**src/rtl/exec_gate_pkg.sv**
```systemverilog
package exec_gate_pkg;

    typedef enum logic [1:0] {
        ST_IDLE  = 2'd0,
        ST_WAIT  = 2'd1,
        ST_ISSUE = 2'd2
    } gate_state_t;

endpackage

```
**src/rtl/exec_gate_btn.sv**
```systemverilog
module exec_gate_btn #(
    parameter int SYNC_STAGES = 2
) (
    input  logic clk,
    input  logic rst,
    input  logic btn_raw,
    output logic btn_fall
);

    localparam int LAST = SYNC_STAGES - 1;

    logic [SYNC_STAGES-1:0] sync_q;
    logic                   level_prev_q;

    always_ff @(posedge clk) begin
        if (rst) begin
            sync_q[0] <= 1'b0;
        end else begin
            sync_q[0] <= btn_raw;
        end
    end

    for (genvar g = 1; g < SYNC_STAGES; g++) begin : g_sync
        always_ff @(posedge clk) begin
            if (rst) begin
                sync_q[g] <= 1'b0;
            end else begin
                sync_q[g] <= sync_q[g-1];
            end
        end
    end

    always_ff @(posedge clk) begin
        if (rst) begin
            level_prev_q <= 1'b0;
        end else begin
            level_prev_q <= sync_q[LAST];
        end
    end

    assign btn_fall = level_prev_q & ~sync_q[LAST];


    fall_single_chk: assert property (@(posedge clk) disable iff (rst)
        btn_fall |=> !btn_fall);

endmodule

```
**src/rtl/exec_gate_hold.sv**
```systemverilog
module exec_gate_hold #(
    parameter int OPC_W = 4,
    parameter int OPR_W = 8
) (
    input  logic                   clk,
    input  logic                   rst,
    input  logic                   load,
    input  logic [OPC_W+OPR_W:0]   word_in,
    output logic                   flag_q,
    output logic [OPC_W-1:0]       opc_q,
    output logic [OPR_W-1:0]       opr_q
);

    localparam int FLAG_BIT = OPC_W + OPR_W;

    always_ff @(posedge clk) begin
        if (rst) begin
            flag_q <= 1'b0;
            opc_q  <= '0;
            opr_q  <= '0;
        end else if (load) begin
            flag_q <= word_in[FLAG_BIT];
            opc_q  <= word_in[FLAG_BIT-1:OPR_W];
            opr_q  <= word_in[OPR_W-1:0];
        end
    end


    held_word_chk: assert property (@(posedge clk) disable iff (rst)
        !load |=> ($stable(opc_q) && $stable(opr_q) && $stable(flag_q)));

endmodule

```
**src/rtl/exec_gate_fsm.sv**
```systemverilog
module exec_gate_fsm
    import exec_gate_pkg::*;
(
    input  logic clk,
    input  logic rst,
    input  logic word_rdy,
    input  logic word_flag,
    input  logic confirm,
    output logic accept,
    output logic issue,
    output logic ack_q
);

    gate_state_t state_q;
    gate_state_t state_d;

    always_comb begin
        state_d = state_q;
        unique case (state_q)
            ST_IDLE: begin
                if (word_rdy) begin
                    state_d = word_flag ? ST_WAIT : ST_ISSUE;
                end
            end
            ST_WAIT: begin
                if (confirm) begin
                    state_d = ST_ISSUE;
                end
            end
            ST_ISSUE: state_d = ST_IDLE;
            default:  state_d = ST_IDLE;
        endcase
    end

    always_ff @(posedge clk) begin
        if (rst) begin
            state_q <= ST_IDLE;
            ack_q   <= 1'b0;
        end else begin
            state_q <= state_d;
            ack_q   <= accept;
        end
    end

    always_comb begin
        accept = 1'b0;
        issue  = 1'b0;
        unique case (state_q)
            ST_IDLE:  accept = word_rdy;
            ST_WAIT:  issue  = 1'b0;
            ST_ISSUE: issue  = 1'b1;
            default:  issue  = 1'b0;
        endcase
    end


    ack_pulse_chk: assert property (@(posedge clk) disable iff (rst)
        ack_q |=> !ack_q);


    ack_from_idle_chk: assert property (@(posedge clk) disable iff (rst)
        ack_q |-> ($past(state_q) == ST_IDLE));


    wait_hold_chk: assert property (@(posedge clk) disable iff (rst)
        (state_q == ST_WAIT && !confirm) |=> state_q == ST_WAIT);


    issue_once_chk: assert property (@(posedge clk) disable iff (rst)
        issue |=> (!issue && state_q == ST_IDLE));

endmodule

```
**src/rtl/exec_gate.sv**
```systemverilog
module exec_gate #(
    parameter int OPC_W       = 4,
    parameter int OPR_W       = 8,
    parameter int SYNC_STAGES = 2,
    parameter logic [3:0] NOP_OPC = 4'h0
) (
    input  logic                   clk,
    input  logic                   rst,
    input  logic [OPC_W+OPR_W:0]   fetch_word,
    input  logic                   fetch_rdy,
    input  logic                   btn,
    output logic [OPC_W-1:0]       dec_opcode,
    output logic [OPR_W-1:0]       dec_operand,
    output logic                   dec_valid,
    output logic                   pc_en,
    output logic                   fetch_ack
);

    localparam int FLAG_BIT = OPC_W + OPR_W;

    logic             btn_fall;
    logic             accept;
    logic             issue;
    logic             flag_q;
    logic [OPC_W-1:0] opc_q;
    logic [OPR_W-1:0] opr_q;

    exec_gate_btn #(
        .SYNC_STAGES (SYNC_STAGES)
    ) u_btn (
        .clk      (clk),
        .rst      (rst),
        .btn_raw  (btn),
        .btn_fall (btn_fall)
    );

    exec_gate_fsm u_fsm (
        .clk       (clk),
        .rst       (rst),
        .word_rdy  (fetch_rdy),
        .word_flag (fetch_word[FLAG_BIT]),
        .confirm   (btn_fall),
        .accept    (accept),
        .issue     (issue),
        .ack_q     (fetch_ack)
    );

    exec_gate_hold #(
        .OPC_W (OPC_W),
        .OPR_W (OPR_W)
    ) u_hold (
        .clk     (clk),
        .rst     (rst),
        .load    (accept),
        .word_in (fetch_word),
        .flag_q  (flag_q),
        .opc_q   (opc_q),
        .opr_q   (opr_q)
    );

    assign pc_en       = issue;
    assign dec_valid   = issue;
    assign dec_opcode  = issue ? opc_q : NOP_OPC[OPC_W-1:0];
    assign dec_operand = issue ? opr_q : '0;


    reset_quiet_chk: assert property (@(posedge clk)
        rst |=> (!pc_en && !fetch_ack && !dec_valid));


    plain_issue_chk: assert property (@(posedge clk) disable iff (rst)
        (fetch_ack && !flag_q) |-> pc_en);


    confirm_cause_chk: assert property (@(posedge clk) disable iff (rst)
        (pc_en && flag_q && !fetch_ack) |-> $past(btn_fall));


    no_early_confirm_chk: assert property (@(posedge clk) disable iff (rst)
        (fetch_ack && flag_q) |-> !pc_en);

endmodule

```
**config.mk**
```make
export PLATFORM = sky130hd
export DESIGN_NAME = exec_gate
export DESIGN_NICKNAME = d
export VERILOG_FILES = /design/src/rtl/exec_gate_pkg.sv /design/src/rtl/exec_gate_btn.sv /design/src/rtl/exec_gate_hold.sv /design/src/rtl/exec_gate_fsm.sv /design/src/rtl/exec_gate.sv
export SDC_FILE = /design/constraint.sdc
export NUM_CORES = 1
export LEC_CHECK = 0
export BUFFER_PORTS_ARGS = -buffer_cell sky130_fd_sc_hd__buf_4
export CAP_MARGIN = 20
export CORE_ASPECT_RATIO = 0.6
export CORE_UTILIZATION = 28
export CTS_CLUSTER_DIAMETER = 100
export DETAILED_ROUTE_END_ITERATION = 8
export MAX_ROUTING_LAYER = met4
export PLACE_DENSITY_LB_ADDON = 0.15
export SETUP_SLACK_MARGIN = 0.3
export SLEW_MARGIN = 20
export SYNTH_ARGS = -nofsm -noshare
export SYNTH_HDL_FRONTEND = slang
export SYNTH_SLANG_ARGS = --single-unit
```
**constraint.sdc**
```tcl
create_clock -name clk -period 2.3 [get_ports clk]
set_input_delay 0.345 -clock clk [delete_from_list [all_inputs] [get_ports clk]]
set_output_delay 0.345 -clock clk [all_outputs]
set_load 0.1 [all_outputs]
```
==> Word level (Yosys, flattened, before mapping) <==
Index checks and enable logic that the tools add are counted.
{ "word_totals": {"in_bits": 17, "reg_bits": 18, "out_inout_bits": 15, "mem_bits_ro": 0, "memories": 0, "latch_bits": 0, "word_cells": 23, "mem_bits_rw": 0} }
{ "classes": {"n_eq_ne": 4, "addsub": 0, "bitwise": 2, "n_div": 0, "n_reduce_logical": 2, "shift": 0, "multipliers": 0, "mux": 8, "magnitude_cmp": 0} }
{ "op_table": {"columns": ["cell", "count"], "rows": [
  ["$mux 8", 1],
  ["$mux 2", 3],
  ["$mux 4", 1],
  ["$ne 2x2->1 const B", 2],
  ["$pmux 2 s2", 1],
  ["$eq 2x1->1 const B", 1],
  ["$eq 2x2->1 const B", 1],
  ["$logic_not 2->1", 1],
  ["$mux 1", 2],
  ["$reduce_and 2->1", 1],
  ["$and 1x1->1", 1],
  ["$not 1->1", 1]
]} }

==> Longest topological paths before layout <==
{ "depth": {"ltp_word": 4, "depth_mapped": 4, "depth_no_buf": 3} }

==> Modules after synthesis <==
Synthesis repeated with hierarchy kept, for this count alone.
{ "hier_totals": {"cells_unflattened": 76, "area_unflattened_um2": 795.8} }
{ "by_module_without_submodules": {"columns": ["mod", "n_inst", "cells_each", "seq_area_each_um2", "area_each_um2"], "rows": [
  ["exec_gate_hold", 1, 42, 260.2, 474.2],
  ["exec_gate_fsm", 1, 13, 60.1, 130.1],
  ["exec_gate", 1, 14, 0.0, 103.8],
  ["exec_gate_btn", 1, 7, 60.1, 87.6]
]} }

==> Worst setup path after synthesis <==
OpenSTA, ideal clock, no wires.
{ "synth_path": {"path_type": "flip-flop to output port", "start": "register u_fsm.state_q[0]", "end": "output dec_opcode[1]", "path_buffers": 1, "path_stages_with_launch": 4, "required_ps": 1955, "arrival_time_ps": 2440, "slack_ps": -485, "cell_sequence": "dfxtp_1 and2b_1 clkbuf_1 and2_1"} }
{ "synth_between": {"elab_chain_len": 3} }
{ "synth_rtl": {"columns": ["item", "line_no", "text"], "rows": [
  ["start, declared", "exec_gate_fsm.sv:14", "gate_state_t state_q;"],
  ["start signal, assigned", "exec_gate_fsm.sv:40", "state_q <= state_d;"],
  ["$eq 2x2->1", "exec_gate_fsm.sv:48", "unique case (state_q)"],
  ["$mux 1", "exec_gate_fsm.sv:48", null],
  ["net dec_valid", "exec_gate.sv:14", "output logic dec_valid,"],
  ["$mux 4", "exec_gate.sv:63", "assign dec_opcode = issue ? opc_q : NOP_OPC[OPC_W-1:0];"],
  ["end, declared", "exec_gate.sv:12", "output logic [OPC_W-1:0] dec_opcode,"]
]} }
The timed path passes the listed nets, and every way through them passes these cells.

==> Worst setup path after layout <==
{ "layout_path": {"start": "register u_fsm.state_q[0]", "end": "output dec_operand[5]"} }
{ "layout_between": {"elab_chain_len": 3} }
{ "layout_rtl": {"columns": ["item", "line_no", "text"], "rows": [
  ["$eq 2x2->1", "exec_gate_fsm.sv:48", null],
  ["$mux 1", "exec_gate_fsm.sv:48", null],
  ["$mux 8", "exec_gate.sv:64", "assign dec_operand = issue ? opr_q : '0;"],
  ["end, declared", "exec_gate.sv:13", "output logic [OPR_W-1:0] dec_operand,"]
]} }
Every way passes these cells.

==> summary.md <==
| Metric | Value |
|---|---|
| Status | `finished clean` |
| Pwr/cell area | `656 mW/mm2` |
| Layout cells sized above 1 | `44.7%` |
| Worst Hold Class | `in -> reg` |
| Pre-CTS WS | `0.645 ns` |
| Final setup viols | `0` |
| Routed Antenna Nets | `0` |
| Total power | `0.673 mW` |
| P&R area growth vs syn | `40.9%` |
| Vias/cell | `4.24` |
| Layout Skew | `0.000621 ns` |
| Avg Inst Size Synth | `9.98 um2` |
| Max Freq | `554 MHz` |
| Worst Path Required | `1.96 ns` |
| Longest Clk Path Bufs | `2` |
| Post-DP HPWL | `1020 um` |
| Initial antenna violation count | `0` |
| Min Tclk post-route | `1.81 ns` |
| Count leader, synth | `dfxtp_1` |
| Final WL | `1390 um` |
| NetSw | `0.173 mW` |
| # clock sinks | `18` |
| Post-route DRC | `0` |
| Clock power share | `30.5%` |
| Post-synth top area share | `49.5%` |
| Vias in the first global route | `roughly 520` |
| CTS buffer count | `3` |
| Final Hold Fails | `0` |
| Crit path max-delay cell type | `dfxtp_1` |
| Clk slew on worst S/H paths | `0.06 ns` |
| Hold path start | `btn` |
| Pleak | `slightly below 0.5 nW` |
| Critical path class | `reg -> out` |
| Largest net degree at the start of global routing | `19` |
| Average wire per standard cell | `10.4 um` |
| Period utilization | `78.5%` |
| Final instance area | `0.00103 mm2` |
| H-tree depth | `1` |
| Maximum net fanout on the critical path | `14` |
| Pins Over Slew Limit | `0` |
| CP peak stage delay | `around 0.44 ns` |
| Crit path buf inv count | `1` |
| Leading area contributor after synthesis | `dfxtp_1` |
| Root Buffer | `clkbuf_8` |
| Starting density of the core | `31.5%` |
| Placed cell area | `983 um2` |
| Setup TNS | `0 ns` |
| Post-synth EDFFs | `0` |
| Chip Height | `41.5 um` |
| Setup bufs post-CTS | `0` |
| GRT overflow | `0` |
| DRT Pass-1 Iters | `2` |
| Tightest Pin Transition | `0.406 ns` |
| Post-synthesis sequential area ratio | `49.5%` |
| Share of the core filled with cells | `about 44%` |
| Port bufs | `31` |
| Full die area | `0.00282 mm2` |
| Synth area leaders | `dfxtp_1 (49%), mux2i_1 (16%), and2_1 (10%)` |
| Synth Register Bits | `18` |
| CTS tree | `built` |
| Area of the core | `0.00231 mm2` |
| Layout Cells excl Fill | `around 130` |
| Ys Warns | `0` |
| Kind of start point of the critical path | `register` |
| Top FF cell, synth | `dfxtp_1` |
| I/O pins | `32` |
| GRT Total Usage | `approximately 11%` |
| Worst-skew pair later-pin latency | `approximately 0.24 ns` |
| Syn nets | `90` |
| Final net count | `122` |
| R2r startpoint | `u_fsm.state_q[0]` |
| Die width | `~68 um` |
| Via count | `between 500 and 600` |
| RSZ-0062 raised after global routing | `no` |
| # resized after CTS | `0` |
| Mapped Area | `728 um2` |
| ANT cells | `0` |
| Gpl congestion | `0.686` |
| Worst setup EP type | `primary output` |
| Max IR drop VDD | `0.382 mV` |
| P_int | `0.500 mW` |
| Row count | `13` |
| Setup WS post-layout | `0.495 ns` |
| DP Cell Count | `130` |
| Worst path top cell family by delay | `simple AND/OR/NAND/NOR gates` |
| First-pass GRT wire length | `2160 um` |
| Switching Fraction | `25.8%` |
| Netlist cell types | `16` |
| 1st-iter DRT viols | `11` |
| Post-CTS Hold Fix Bufs | `0` |
| Critical Path Source | `u_fsm.state_q[0]` |
| Seq pwr share | `50.8%` |
| Comb power frac | `18.7%` |
| Max-slew headroom | `72.9%` |
| Synthesized instance count | `between 70 and 80` |
| Worst hold margin | `0.309 ns` |
| Crit-path cells | `and2b_2, and2_2, buf_4` |
| Fraction of registers with async set or reset after synthesis | `0%` |
| Top cells by count, synth | `dfxtp_1 (18), nor2_1 (14), and2_1 (12), mux2i_1 (12)` |
| Max-cap violations | `0` |
| Crit path arrival time | `about 1.5 ns` |
-- power groups by stage --
| stage | sequential, mW | clock (mW) | combinational, mW |
|---|---|---|---|
| floorplan | 0.355 | 0 | 0.0858 |
| global route | 0.344 | 0.236 | 0.135 |
| detailed placement | 0.349 | 0 | 0.128 |
| global placement | 0.348 | 0 | 0.126 |
| CTS | 0.342 | 0.218 | 0.128 |
| finish | 0.342 | 0.205 | 0.126 |
-- per-layer routing --
metal	vias to the layer above	share of wire [%]	track usage, %
li1	295	-	-
met1	248	48	11.5
met2	19	46	17.8
met3	2	6.0	4.95
met4	0	0.29	2.50
met5	-	0	-
-- state kept, by name, indices dropped and copies added (netlist names) --
name,flops
u_fsm.state_q,2
u_hold.opr_q,8
u_hold.opc_q,4
u_fsm.ack_q,1
u_btn.sync_q,2
u_btn.level_prev_q,1
-- worst paths after layout --
| path | endpoint | slack, ns | cells past startpoint |
|---|---|---|---|
| worst min register to register | u_btn.sync_q[1] | 0.44 | 1 |
| worst max-delay path | dec_operand[5] | 0.49 | 3 |
| worst max register to register | u_hold.opc_q[3] | 0.89 | 4 |
| worst min-delay path | u_btn.sync_q[0] | 0.31 | 2 |
-- final cells by class --
class                   count  area [um2]
repair buffers             32         240
clock buffers               3        41.3
inverters                   2        7.51
flip-flops and latches     18         360
multi-input cells          48         339
fillers                   230        1280
well taps                  30        37.5
-- placed cells by master (no fill, tap or decap) --
master | netlist | layout
a211oi_1 | 1 | 1
a32oi_1 | 1 | 1
and2_1 | 12 | 3
and2_2 | 0 | 9
and2b_2 | 0 | 1
buf_4 | 1 | 32
clkbuf_8 | 0 | 3
dfxtp_1 | 18 | 18
inv_1 | 2 | 2
mux2i_1 | 12 | 12
nand3b_1 | 1 | 1
nor2_1 | 14 | 14
nor2b_1 | 3 | 3
nor3_1 | 1 | 1
nor3b_4 | 1 | 1
o21ai_0 | 1 | 1
-- logic make-up after synthesis --
logic type,Yosys count,synth area share [%]
buffers and inverters,7,5.67
AOI/OAI and AO/OA,3,2.92
muxes,12,16.5
and+or+nand+nor,33,25.4
DFF,18,49.5
(Power assumes the default switching activity.)
